## src/rtl/bp_pkg.sv

```systemverilog
package bp_pkg;

  typedef enum logic [1:0] {
    ST_A = 2'd0,
    ST_B = 2'd1,
    ST_C = 2'd2,
    ST_D = 2'd3
  } hist2_t;

  typedef enum logic [1:0] {
    MODE_FIXED   = 2'd0,
    MODE_LAST    = 2'd1,
    MODE_TWO     = 2'd2,
    MODE_TWO_ALT = 2'd3
  } mode_t;

  // Next state of the four-state machine
  function automatic hist2_t two_bit_next(input hist2_t s, input logic taken);
    hist2_t n;
    case (s)
      ST_A:    n = taken ? ST_A : ST_B;
      ST_B:    n = taken ? ST_A : ST_D;
      ST_C:    n = taken ? ST_A : ST_D;
      default: n = taken ? ST_C : ST_D;
    endcase
    return n;
  endfunction

  function automatic logic two_bit_guess(input hist2_t s);
    return (s == ST_A) || (s == ST_B);
  endfunction

  // Guess under a given mode from the stored history
  function automatic logic choose_guess(input logic [1:0] mode, input hist2_t s,
                                        input logic last);
    logic g;
    case (mode_t'(mode))
      MODE_FIXED: g = 1'b1;
      MODE_LAST:  g = last;
      default:    g = two_bit_guess(s);
    endcase
    return g;
  endfunction

endpackage

```

## src/rtl/bp_table.sv

```systemverilog
module bp_table
  import bp_pkg::*;
#(
  parameter int IDX_W = 4
) (
  input  logic             clk,
  input  logic             rst_n,
  input  logic [IDX_W-1:0] rd_idx,
  output hist2_t           rd_st,
  output logic             rd_last,
  input  logic             wr_en,
  input  logic [IDX_W-1:0] wr_idx,
  input  logic             wr_taken,
  output hist2_t           wr_st_old,
  output logic             wr_last_old
);
  localparam int DEPTH = 1 << IDX_W;

  hist2_t           st_q [DEPTH];
  logic [DEPTH-1:0] last_q;

  always_ff @(posedge clk) begin
    if (!rst_n) begin
      for (int i = 0; i < DEPTH; i++) st_q[i] <= ST_A;
      last_q <= '1;
    end else if (wr_en) begin
      st_q[wr_idx]   <= two_bit_next(st_q[wr_idx], wr_taken);
      last_q[wr_idx] <= wr_taken;
    end
  end

  assign rd_st       = st_q[rd_idx];
  assign rd_last     = last_q[rd_idx];
  assign wr_st_old   = st_q[wr_idx];
  assign wr_last_old = last_q[wr_idx];

  // a taken outcome out of C lands in A, not in B
  a_r4_c_taken_to_a: assert property (@(posedge clk) disable iff (!rst_n)
    (wr_en && wr_st_old == ST_C && wr_taken) |=> (st_q[$past(wr_idx)] == ST_A));

  // a not-taken outcome out of B skips C and goes to D
  a_r4_b_not_to_d: assert property (@(posedge clk) disable iff (!rst_n)
    (wr_en && wr_st_old == ST_B && !wr_taken) |=> (st_q[$past(wr_idx)] == ST_D));

  // the one-bit history records every valid outcome
  a_r8_last_follows: assert property (@(posedge clk) disable iff (!rst_n)
    wr_en |=> (last_q[$past(wr_idx)] == $past(wr_taken)));

  // no update means no history change
  a_r10_idle_hold: assert property (@(posedge clk) disable iff (!rst_n)
    !wr_en |=> $stable(last_q));

endmodule

```

## src/rtl/bp_tally.sv

```systemverilog
module bp_tally #(
  parameter int CNT_W = 16
) (
  input  logic             clk,
  input  logic             rst_n,
  input  logic             score_en,
  input  logic             correct,
  output logic [CNT_W-1:0] hit_cnt,
  output logic [CNT_W-1:0] miss_cnt
);
  localparam logic [CNT_W-1:0] CNT_MAX = '1;

  function automatic logic [CNT_W-1:0] sat_inc(input logic [CNT_W-1:0] v);
    return (v == CNT_MAX) ? v : v + 1'b1;
  endfunction

  wire hit_ev  = score_en &&  correct;
  wire miss_ev = score_en && !correct;

  always_ff @(posedge clk) begin
    if (!rst_n) begin
      hit_cnt  <= '0;
      miss_cnt <= '0;
    end else begin
      if (hit_ev)  hit_cnt  <= sat_inc(hit_cnt);
      if (miss_ev) miss_cnt <= sat_inc(miss_cnt);
    end
  end

  // at most one counter moves per update
  a_r6_one_moves: assert property (@(posedge clk) disable iff (!rst_n)
    1'b1 |=> !(hit_cnt != $past(hit_cnt) && miss_cnt != $past(miss_cnt)));

  // a correct guess below the ceiling adds exactly one
  a_r6_hit_step: assert property (@(posedge clk) disable iff (!rst_n)
    (hit_ev && hit_cnt != CNT_MAX) |=> (hit_cnt == $past(hit_cnt) + 1'b1));

  // no wrap at the ceiling
  a_r7_hit_holds: assert property (@(posedge clk) disable iff (!rst_n)
    (hit_cnt == CNT_MAX) |=> (hit_cnt == CNT_MAX));
  a_r7_miss_holds: assert property (@(posedge clk) disable iff (!rst_n)
    (miss_cnt == CNT_MAX) |=> (miss_cnt == CNT_MAX));

  // no update means both counters stand still
  a_r10_cnt_idle: assert property (@(posedge clk) disable iff (!rst_n)
    !score_en |=> ($stable(hit_cnt) && $stable(miss_cnt)));

endmodule

```

## src/rtl/bp_predictor.sv

```systemverilog
module bp_predictor
  import bp_pkg::*;
#(
  parameter int IDX_W = 4,
  parameter int PC_W  = 32,
  parameter int CNT_W = 16
) (
  input  logic             clk,
  input  logic             rst_n,
  input  logic [1:0]       mode,
  input  logic [PC_W-1:0]  lk_pc,
  output logic             lk_taken,
  input  logic             up_valid,
  input  logic [PC_W-1:0]  up_pc,
  input  logic             up_taken,
  output logic [CNT_W-1:0] hit_cnt,
  output logic [CNT_W-1:0] miss_cnt
);
  localparam int IDX_LO = 2;
  localparam int IDX_HI = IDX_W + IDX_LO - 1;

  logic [IDX_W-1:0] lk_idx, up_idx;
  hist2_t           lk_st, up_st_old;
  logic             lk_last, up_last_old;
  logic             up_guess_old;
  logic             up_correct;

  assign lk_idx = lk_pc[IDX_HI:IDX_LO];
  assign up_idx = up_pc[IDX_HI:IDX_LO];

  bp_table #(.IDX_W(IDX_W)) u_table (
    .clk         (clk),
    .rst_n       (rst_n),
    .rd_idx      (lk_idx),
    .rd_st       (lk_st),
    .rd_last     (lk_last),
    .wr_en       (up_valid),
    .wr_idx      (up_idx),
    .wr_taken    (up_taken),
    .wr_st_old   (up_st_old),
    .wr_last_old (up_last_old)
  );

  assign lk_taken     = choose_guess(mode, lk_st, lk_last);
  assign up_guess_old = choose_guess(mode, up_st_old, up_last_old);
  assign up_correct   = (up_guess_old == up_taken);

  bp_tally #(.CNT_W(CNT_W)) u_tally (
    .clk      (clk),
    .rst_n    (rst_n),
    .score_en (up_valid),
    .correct  (up_correct),
    .hit_cnt  (hit_cnt),
    .miss_cnt (miss_cnt)
  );

  // the fixed mode always guesses taken
  a_r2_fixed_taken: assert property (@(posedge clk) disable iff (!rst_n)
    (mode == 2'b00) |-> lk_taken);

  // reading the entry just written shows the new outcome in last-outcome mode
  a_r5_read_after_write: assert property (@(posedge clk) disable iff (!rst_n)
    (up_valid && mode == 2'b01 && lk_pc == up_pc) |=>
      ((mode == 2'b01 && lk_pc == $past(lk_pc) && !$past(up_valid, 2))
        -> (lk_taken == $past(up_taken))));

endmodule

```

## config.mk

```make
export PLATFORM = sky130hd
export DESIGN_NAME = bp_predictor
export DESIGN_NICKNAME = d
export VERILOG_FILES = /design/src/rtl/bp_pkg.sv /design/src/rtl/bp_table.sv /design/src/rtl/bp_tally.sv /design/src/rtl/bp_predictor.sv
export SDC_FILE = /design/constraint.sdc
export NUM_CORES = 1
export LEC_CHECK = 0
export BUFFER_PORTS_ARGS = -buffer_cell sky130_fd_sc_hd__buf_4
export CORE_AREA = 4 4 94 96
export DETAILED_ROUTE_END_ITERATION = 7
export DIE_AREA = 0 0 98 100
export GPL_ROUTABILITY_DRIVEN = 1
export PLACE_DENSITY = 0.86
export SLEW_MARGIN = 40
export SYNTH_ARGS = -nofsm -noshare
export SYNTH_HDL_FRONTEND = slang
export SYNTH_SLANG_ARGS = --single-unit
```

## constraint.sdc

```tcl
create_clock -name clk -period 5.7 [get_ports clk]
set_input_delay 1.425 -clock clk [delete_from_list [all_inputs] [get_ports clk]]
set_output_delay 1.425 -clock clk [all_outputs]
set_load 0.01 [all_outputs]
```

**Yosys cells after proc, flatten, opt, wreduce, memory -nomap -nowiden**

Memory sizes are Yosys's and may differ from the RTL's.
Index checks and enable logic that the tools add are counted.

- $add $sub $neg: 2
- Multipliers: 0
- Divide/modulo/power cells: 0
- $lt $le $gt $ge: 3
- Eq/ne operators: 7
- Shift-type cells: 0
- Muxes and demuxes: 22
- Bitwise gates (word level): 2
- Reductions and logical operators: 13

Operators by type and width:

| cell | number |
|---|---|
| $add A16 B1 Y16 const B | 2 |
| $eq A16 B16 Y1 const B | 2 |
| $bwmux W16 | 1 |
| $lt A4 B5 Y1 const B | 2 |
| $mux W1 | 10 |
| $bmux W1 S4 | 2 |
| $mux W2 | 4 |
| $eq A2 B1 Y1 const B | 3 |
| $logic_not A2 Y1 | 3 |
| $demux W1 S4 | 1 |
| $ge A4 B1 Y1 const B | 1 |
| $mux W4 | 1 |
| $pmux W1 S2 | 2 |
| $pmux W2 S2 | 1 |
| $reduce_and A2 Y1 | 2 |
| $reduce_or A2 Y1 | 2 |
| $logic_and A1 B1 Y1 | 3 |
| $eq A2 B2 Y1 const B | 1 |
| $logic_or A1 B1 Y1 | 2 |
| $not A1 Y1 | 2 |
| $eq A1 B1 Y1 | 1 |
| $logic_not A1 Y1 | 1 |

- Flip-flop bits (word level): 48
- Bits in latches: 0
- RAM bits: 32
- Bits in read-only memories: 0
- Input bits: 70
- Output and inout port bits: 33
- Logic and storage cells: 53
- Memories kept: 1

Memory list:

| memory | depth | bits a word | read ports | clocked after memory_dff | wr ports | line | text |
|---|---|---|---|---|---|---|---|
| u_table.st_q | 16 | 2 | 2 | 0 | 16 | bp_table.sv:19 | `hist2_t st_q [DEPTH];` |

**Logic depth before layout (Yosys ltp)**

An unclocked memory read counts as a cell.

- Word-level depth: 8
- Mapped depth: 15
- Depth with buffers taken out: 10

**Hierarchy**

A second synthesis with hierarchy kept.

- Cell total of the unflattened synthesis: 457
- Area, all modules: 4463.0 um^2

By module, submodules not included:

| module | times used | cells an instance | area each (um^2) |
|---|---|---|---|
| bp_table | 1 | 252 | 2777.7 |
| bp_tally | 1 | 198 | 1626.6 |
| bp_predictor | 1 | 7 | 58.8 |

**Worst setup path after synthesis**

Ideal clock, no wire load.

- Path type: in2reg
- Start: input port up_pc[2]
- End: register u_tally.miss_cnt[5]
- Setup time: 72 ps
- Arrival: 4629 ps
- Required time: 5628 ps
- Path slack: 1000 ps
- Stages on the path: 13
- Cells stage by stage: buf_6 > buf_6 > buf_1 > mux4_2 > mux4_2 > inv_1 > ha_1 > nor3b_1 > o311a_1 > or3_1 > buf_2 > nor4_1 > mux2i_1

- Cells in the longest elaborated chain, start to end: 8

Ends and longest elaborated chain:

| what | line | text |
|---|---|---|
| start: declaration | bp_predictor.sv:14 | `input logic [PC_W-1:0] up_pc,` |
| $mem_v2 Z16 W2 | -- |  |
| $eq A2 B1 Y1 / $logic_not A2 Y1 (equally long branches) | bp_pkg.sv:30 | `return (s == ST_A) \|\| (s == ST_B);` |
| $logic_or A1 B1 Y1 | bp_pkg.sv:30 |  |
| $pmux W1 S2 (*) | bp_pkg.sv:37 | `case (mode_t'(mode))` |
| $eq A1 B1 Y1 (*) | bp_predictor.sv:46 | `assign up_correct = (up_guess_old == up_taken);` |
| $logic_not A1 Y1 (*) | bp_tally.sv:18 | `wire miss_ev = score_en && !correct;` |
| $logic_and A1 B1 Y1 (*) | bp_tally.sv:18 |  |
| $reduce_and A2 Y1 (no source line) (*) | -- |  |
| end signal: assignment | bp_tally.sv:26 | `if (miss_ev) miss_cnt <= sat_inc(miss_cnt);` |
| end: declaration | bp_tally.sv:9 | `output logic [CNT_W-1:0] miss_cnt` |

Mark *: on every way between the ends. The rest lies on a longest branch, timed or not. The select of a mux whose other input is x is not followed.
A chain may end at the register's enable or synchronous reset.

**Worst setup path after layout**

- Start: input port up_pc[2]
- End: register u_tally.miss_cnt[10]

The elaborated chain is that of the path after synthesis.

==> results.md <==
- Endpoints failing setup: 0
- Flops & latches, synth: 80
- Post-synth EDFFs: 32
- Initial Util: 52.6%
- Cell Area, Synth: 4230 um^2
- PostCTS Resize Cnt: 0
- Antenna Cells: 0
- DP Area: 4610 um^2
- Yosys warning count: 0
- Post-Synthesis Mean Instance Area: 9.86 um^2
- First-pass GRT wire length: 16600 um
- Fin crit period: 4.82 ns
- P_sw: 301 uW
- Actual slew at the worst max-slew pin: 0.560 ns
- Vias: 3477
- Initial antenna violation count: 0
- Vias in the first global route: 3469
- Filler cells: 675
- Die W: 98 um
- RSZ-0062 raised after global routing: false
- CTS Buffer Depth: 2
- Post-CTS Repair Setup Buffers: 0
- Class of the worst hold path: reg -> reg
- Sw frac: 25.7%
- Root Buffer: clkbuf_8
- Grt ovf: 0
- Synth top area cells: dfxtp_1 (23%), edfxtp_1 (23%), mux4_2 (12%)
- Synth async-reset ratio: 0%
- Critical path fanouts, max: 24
- Synth top area share: 22.7%
- Clock skew: 0.0118 ns
- # Max-Cap Violations: 0
- Clock Latency Late Sink: 0.36 ns
- Reg2reg setup slack: 1.98 ns
- Gate power share: 11.9%
- GR Util met3: 4.38%
- Buffers on Ports: 46
- Sequential element share of the synthesized area: 45.4%
- Gr busiest metal: met2
- Final net count: 535
- Worst rel slew slack: 62.5%
- Run status: completed
- Reg clk slew, reported paths: 0.09 ns
- Pin count of the biggest net entering global routing: 61
- Area delta synth->final: 13.8%
- Hold WS: 0.497 ns
- Overall power: 1.17 mW
- Routed Antenna Nets: 0
- F_max: 208 MHz
- Site Rows: 33
- Clk network pwr share: 35.4%
- Post-synth cell types: 44
- Seq pwr share: 52.7%
- Design area: 4820 um^2
- Clock sink count: 80
- Final hold vios: 0
- Core area: 8050 um^2
- Internal power: 873 uW
- Syn_nets: 503
- Total global-route track usage: 21.2%
- Startpoint types: input port
- VDD IR max: 0.181 mV
- Chip Height: 100 um
- CTS buffer count: 9
- DR DRC count: 0
- Cell taking the most area after synthesis: dfxtp_1
- Initial drt markers: 268
- H-tree Lvls: 3
- Crit Path Class: in -> reg
- RD Place Congestion: 0.944
- Detailed Route WL: 10100 um
- Die ar.: 9800 um^2
- Final Slew Violations: 0
- I/O pin count: 103
- Critical Path AT: 5.11 ns
- Routed vias/inst: 6.09
- Layout cells sized above 1: 20.8%
- Post-DP HPWL: 7240 um
- Pwr Density: 244 nW/um^2
- Synthesized instance count: 429
- CP Data Required Time: 5.99 ns
- Wire length per cell: 17.7 um
- Tcrit/Tclk final: 84.5%
- Setup TNS: 0 ns
- Hold buffer count at cts: 0
- Met2 usage: 37.4%
- GR Util met1: 25.9%
- First-pass detailed-route iteration total: 5
- Leakage Power: 1.79 nW
- Prevailing post-synth register cell: dfxtp_1
- Worst setup EP type: flip-flop
- CTS tree: built
area by class of cell:
class | count | area, um^2 | share of cell area [%]
Clock inverter | 4 | 22.5 | 0.468
Timing Repair Buffer | 49 | 368 | 7.64
Sequential cell | 80 | 1920 | 39.9
Inverter | 7 | 26.3 | 0.546
Multi-Input combinational cell | 314 | 2170 | 45.1
Tap cell | 105 | 131 | 2.73
Clock buffer | 12 | 176 | 3.66
placed cells by master, fill, tap and decap left out, drive strengths merged, types with 2 or more instances in the layout:
cell / instances
a21oi: 10
a31oi: 3
and3: 7
and4: 3
buf: 49
clkbuf: 12
clkinv: 2
dfxtp: 48
edfxtp: 32
ha: 4
inv: 9
mux2i: 25
mux4: 22
nand2: 44
nand2b: 19
nand3: 19
nand4: 11
nor2: 74
nor2b: 3
nor3: 3
nor3b: 3
nor4: 8
o21a: 2
o21ai: 21
o31ai: 5
o41ai: 2
or2: 4
or3: 6
or4: 2
or4b: 2
synthesized netlist by cell type, drive strengths merged (6+ instances only):
master  instances
edfxtp         32
buf             9
a21oi          10
inv             7
mux4           22
o21ai          21
clkbuf         19
nand3          19
nand4          11
and3            7
mux2i          25
dfxtp          48
nor4            8
nor2           74
nand2          44
nand2b         19
or3             6
state kept, by name (all words and copies together) (netlist names):
signal / cells
u_table.st_q: 32
u_table.last_q: 16
u_tally.hit_cnt: 16
u_tally.miss_cnt: 16
worst max-delay path, cell delays in order:
cell	delay, ns
buf_4	0.32
mux4_2	0.56
mux4_2	0.52
ha_1	0.25
nor3b_1	0.34
nor2_1	0.10
mux2_4	0.31
or3_1	0.62
nor4_1	0.42
mux2i_1	0.22
worst paths after layout:
path	startpoint	end	depth (start not counted)
worst max-delay path	up_pc[2]	u_tally.miss_cnt[10]$_SDFFE_PN0P_	10
worst min-delay path	u_tally.miss_cnt[5]$_SDFFE_PN0P_	u_tally.miss_cnt[5]$_SDFFE_PN0P_	2
worst max register to register	u_table.st_q[15][0]$_SDFFCE_PN0P_	u_tally.miss_cnt[10]$_SDFFE_PN0P_	9
worst min register to register	u_tally.miss_cnt[5]$_SDFFE_PN0P_	u_tally.miss_cnt[5]$_SDFFE_PN0P_	2
metal layers:
metal	share of wire (%)	up-vias
li1	-	1631
met1	40	1645
met2	50	168
met3	7.9	33
met4	2.4	0
met5	0	-
power groups by stage:
stage / sequential, mW / combinational (mW) / clock (mW)
floorplan: 0.630 / 0.0977 / 0
global placement: 0.630 / 0.132 / 0
detailed placement: 0.632 / 0.138 / 0
CTS: 0.619 / 0.138 / 0.418
global route: 0.620 / 0.153 / 0.439
finish: 0.619 / 0.139 / 0.416
logic make-up after synthesis:
| logic type | Yosys count | share of synthesized area (%) |
|---|---|---|
| adder cells (fa/ha/maj) | 4 | 1.18 |
| AND/OR/NAND/NOR | 210 | 24.1 |
| AO/OA/AOI/OAI | 51 | 7.57 |
| flip-flops | 80 | 45.4 |
| multiplexers | 48 | 18.0 |
| XOR/XNOR | 1 | 0.207 |
| buffers and inverters | 35 | 3.58 |
through the flow:
step	util, %	setup slack (ns)	std cells
floorplan	-	1.00	429
global placement	57.3	0.579	555
detailed placement	57.3	0.496	555
CTS	59.8	0.877	571
global route	59.8	0.658	571
finish	59.8	0.885	571
No activity file was read; power rests on OpenSTA's default activity.
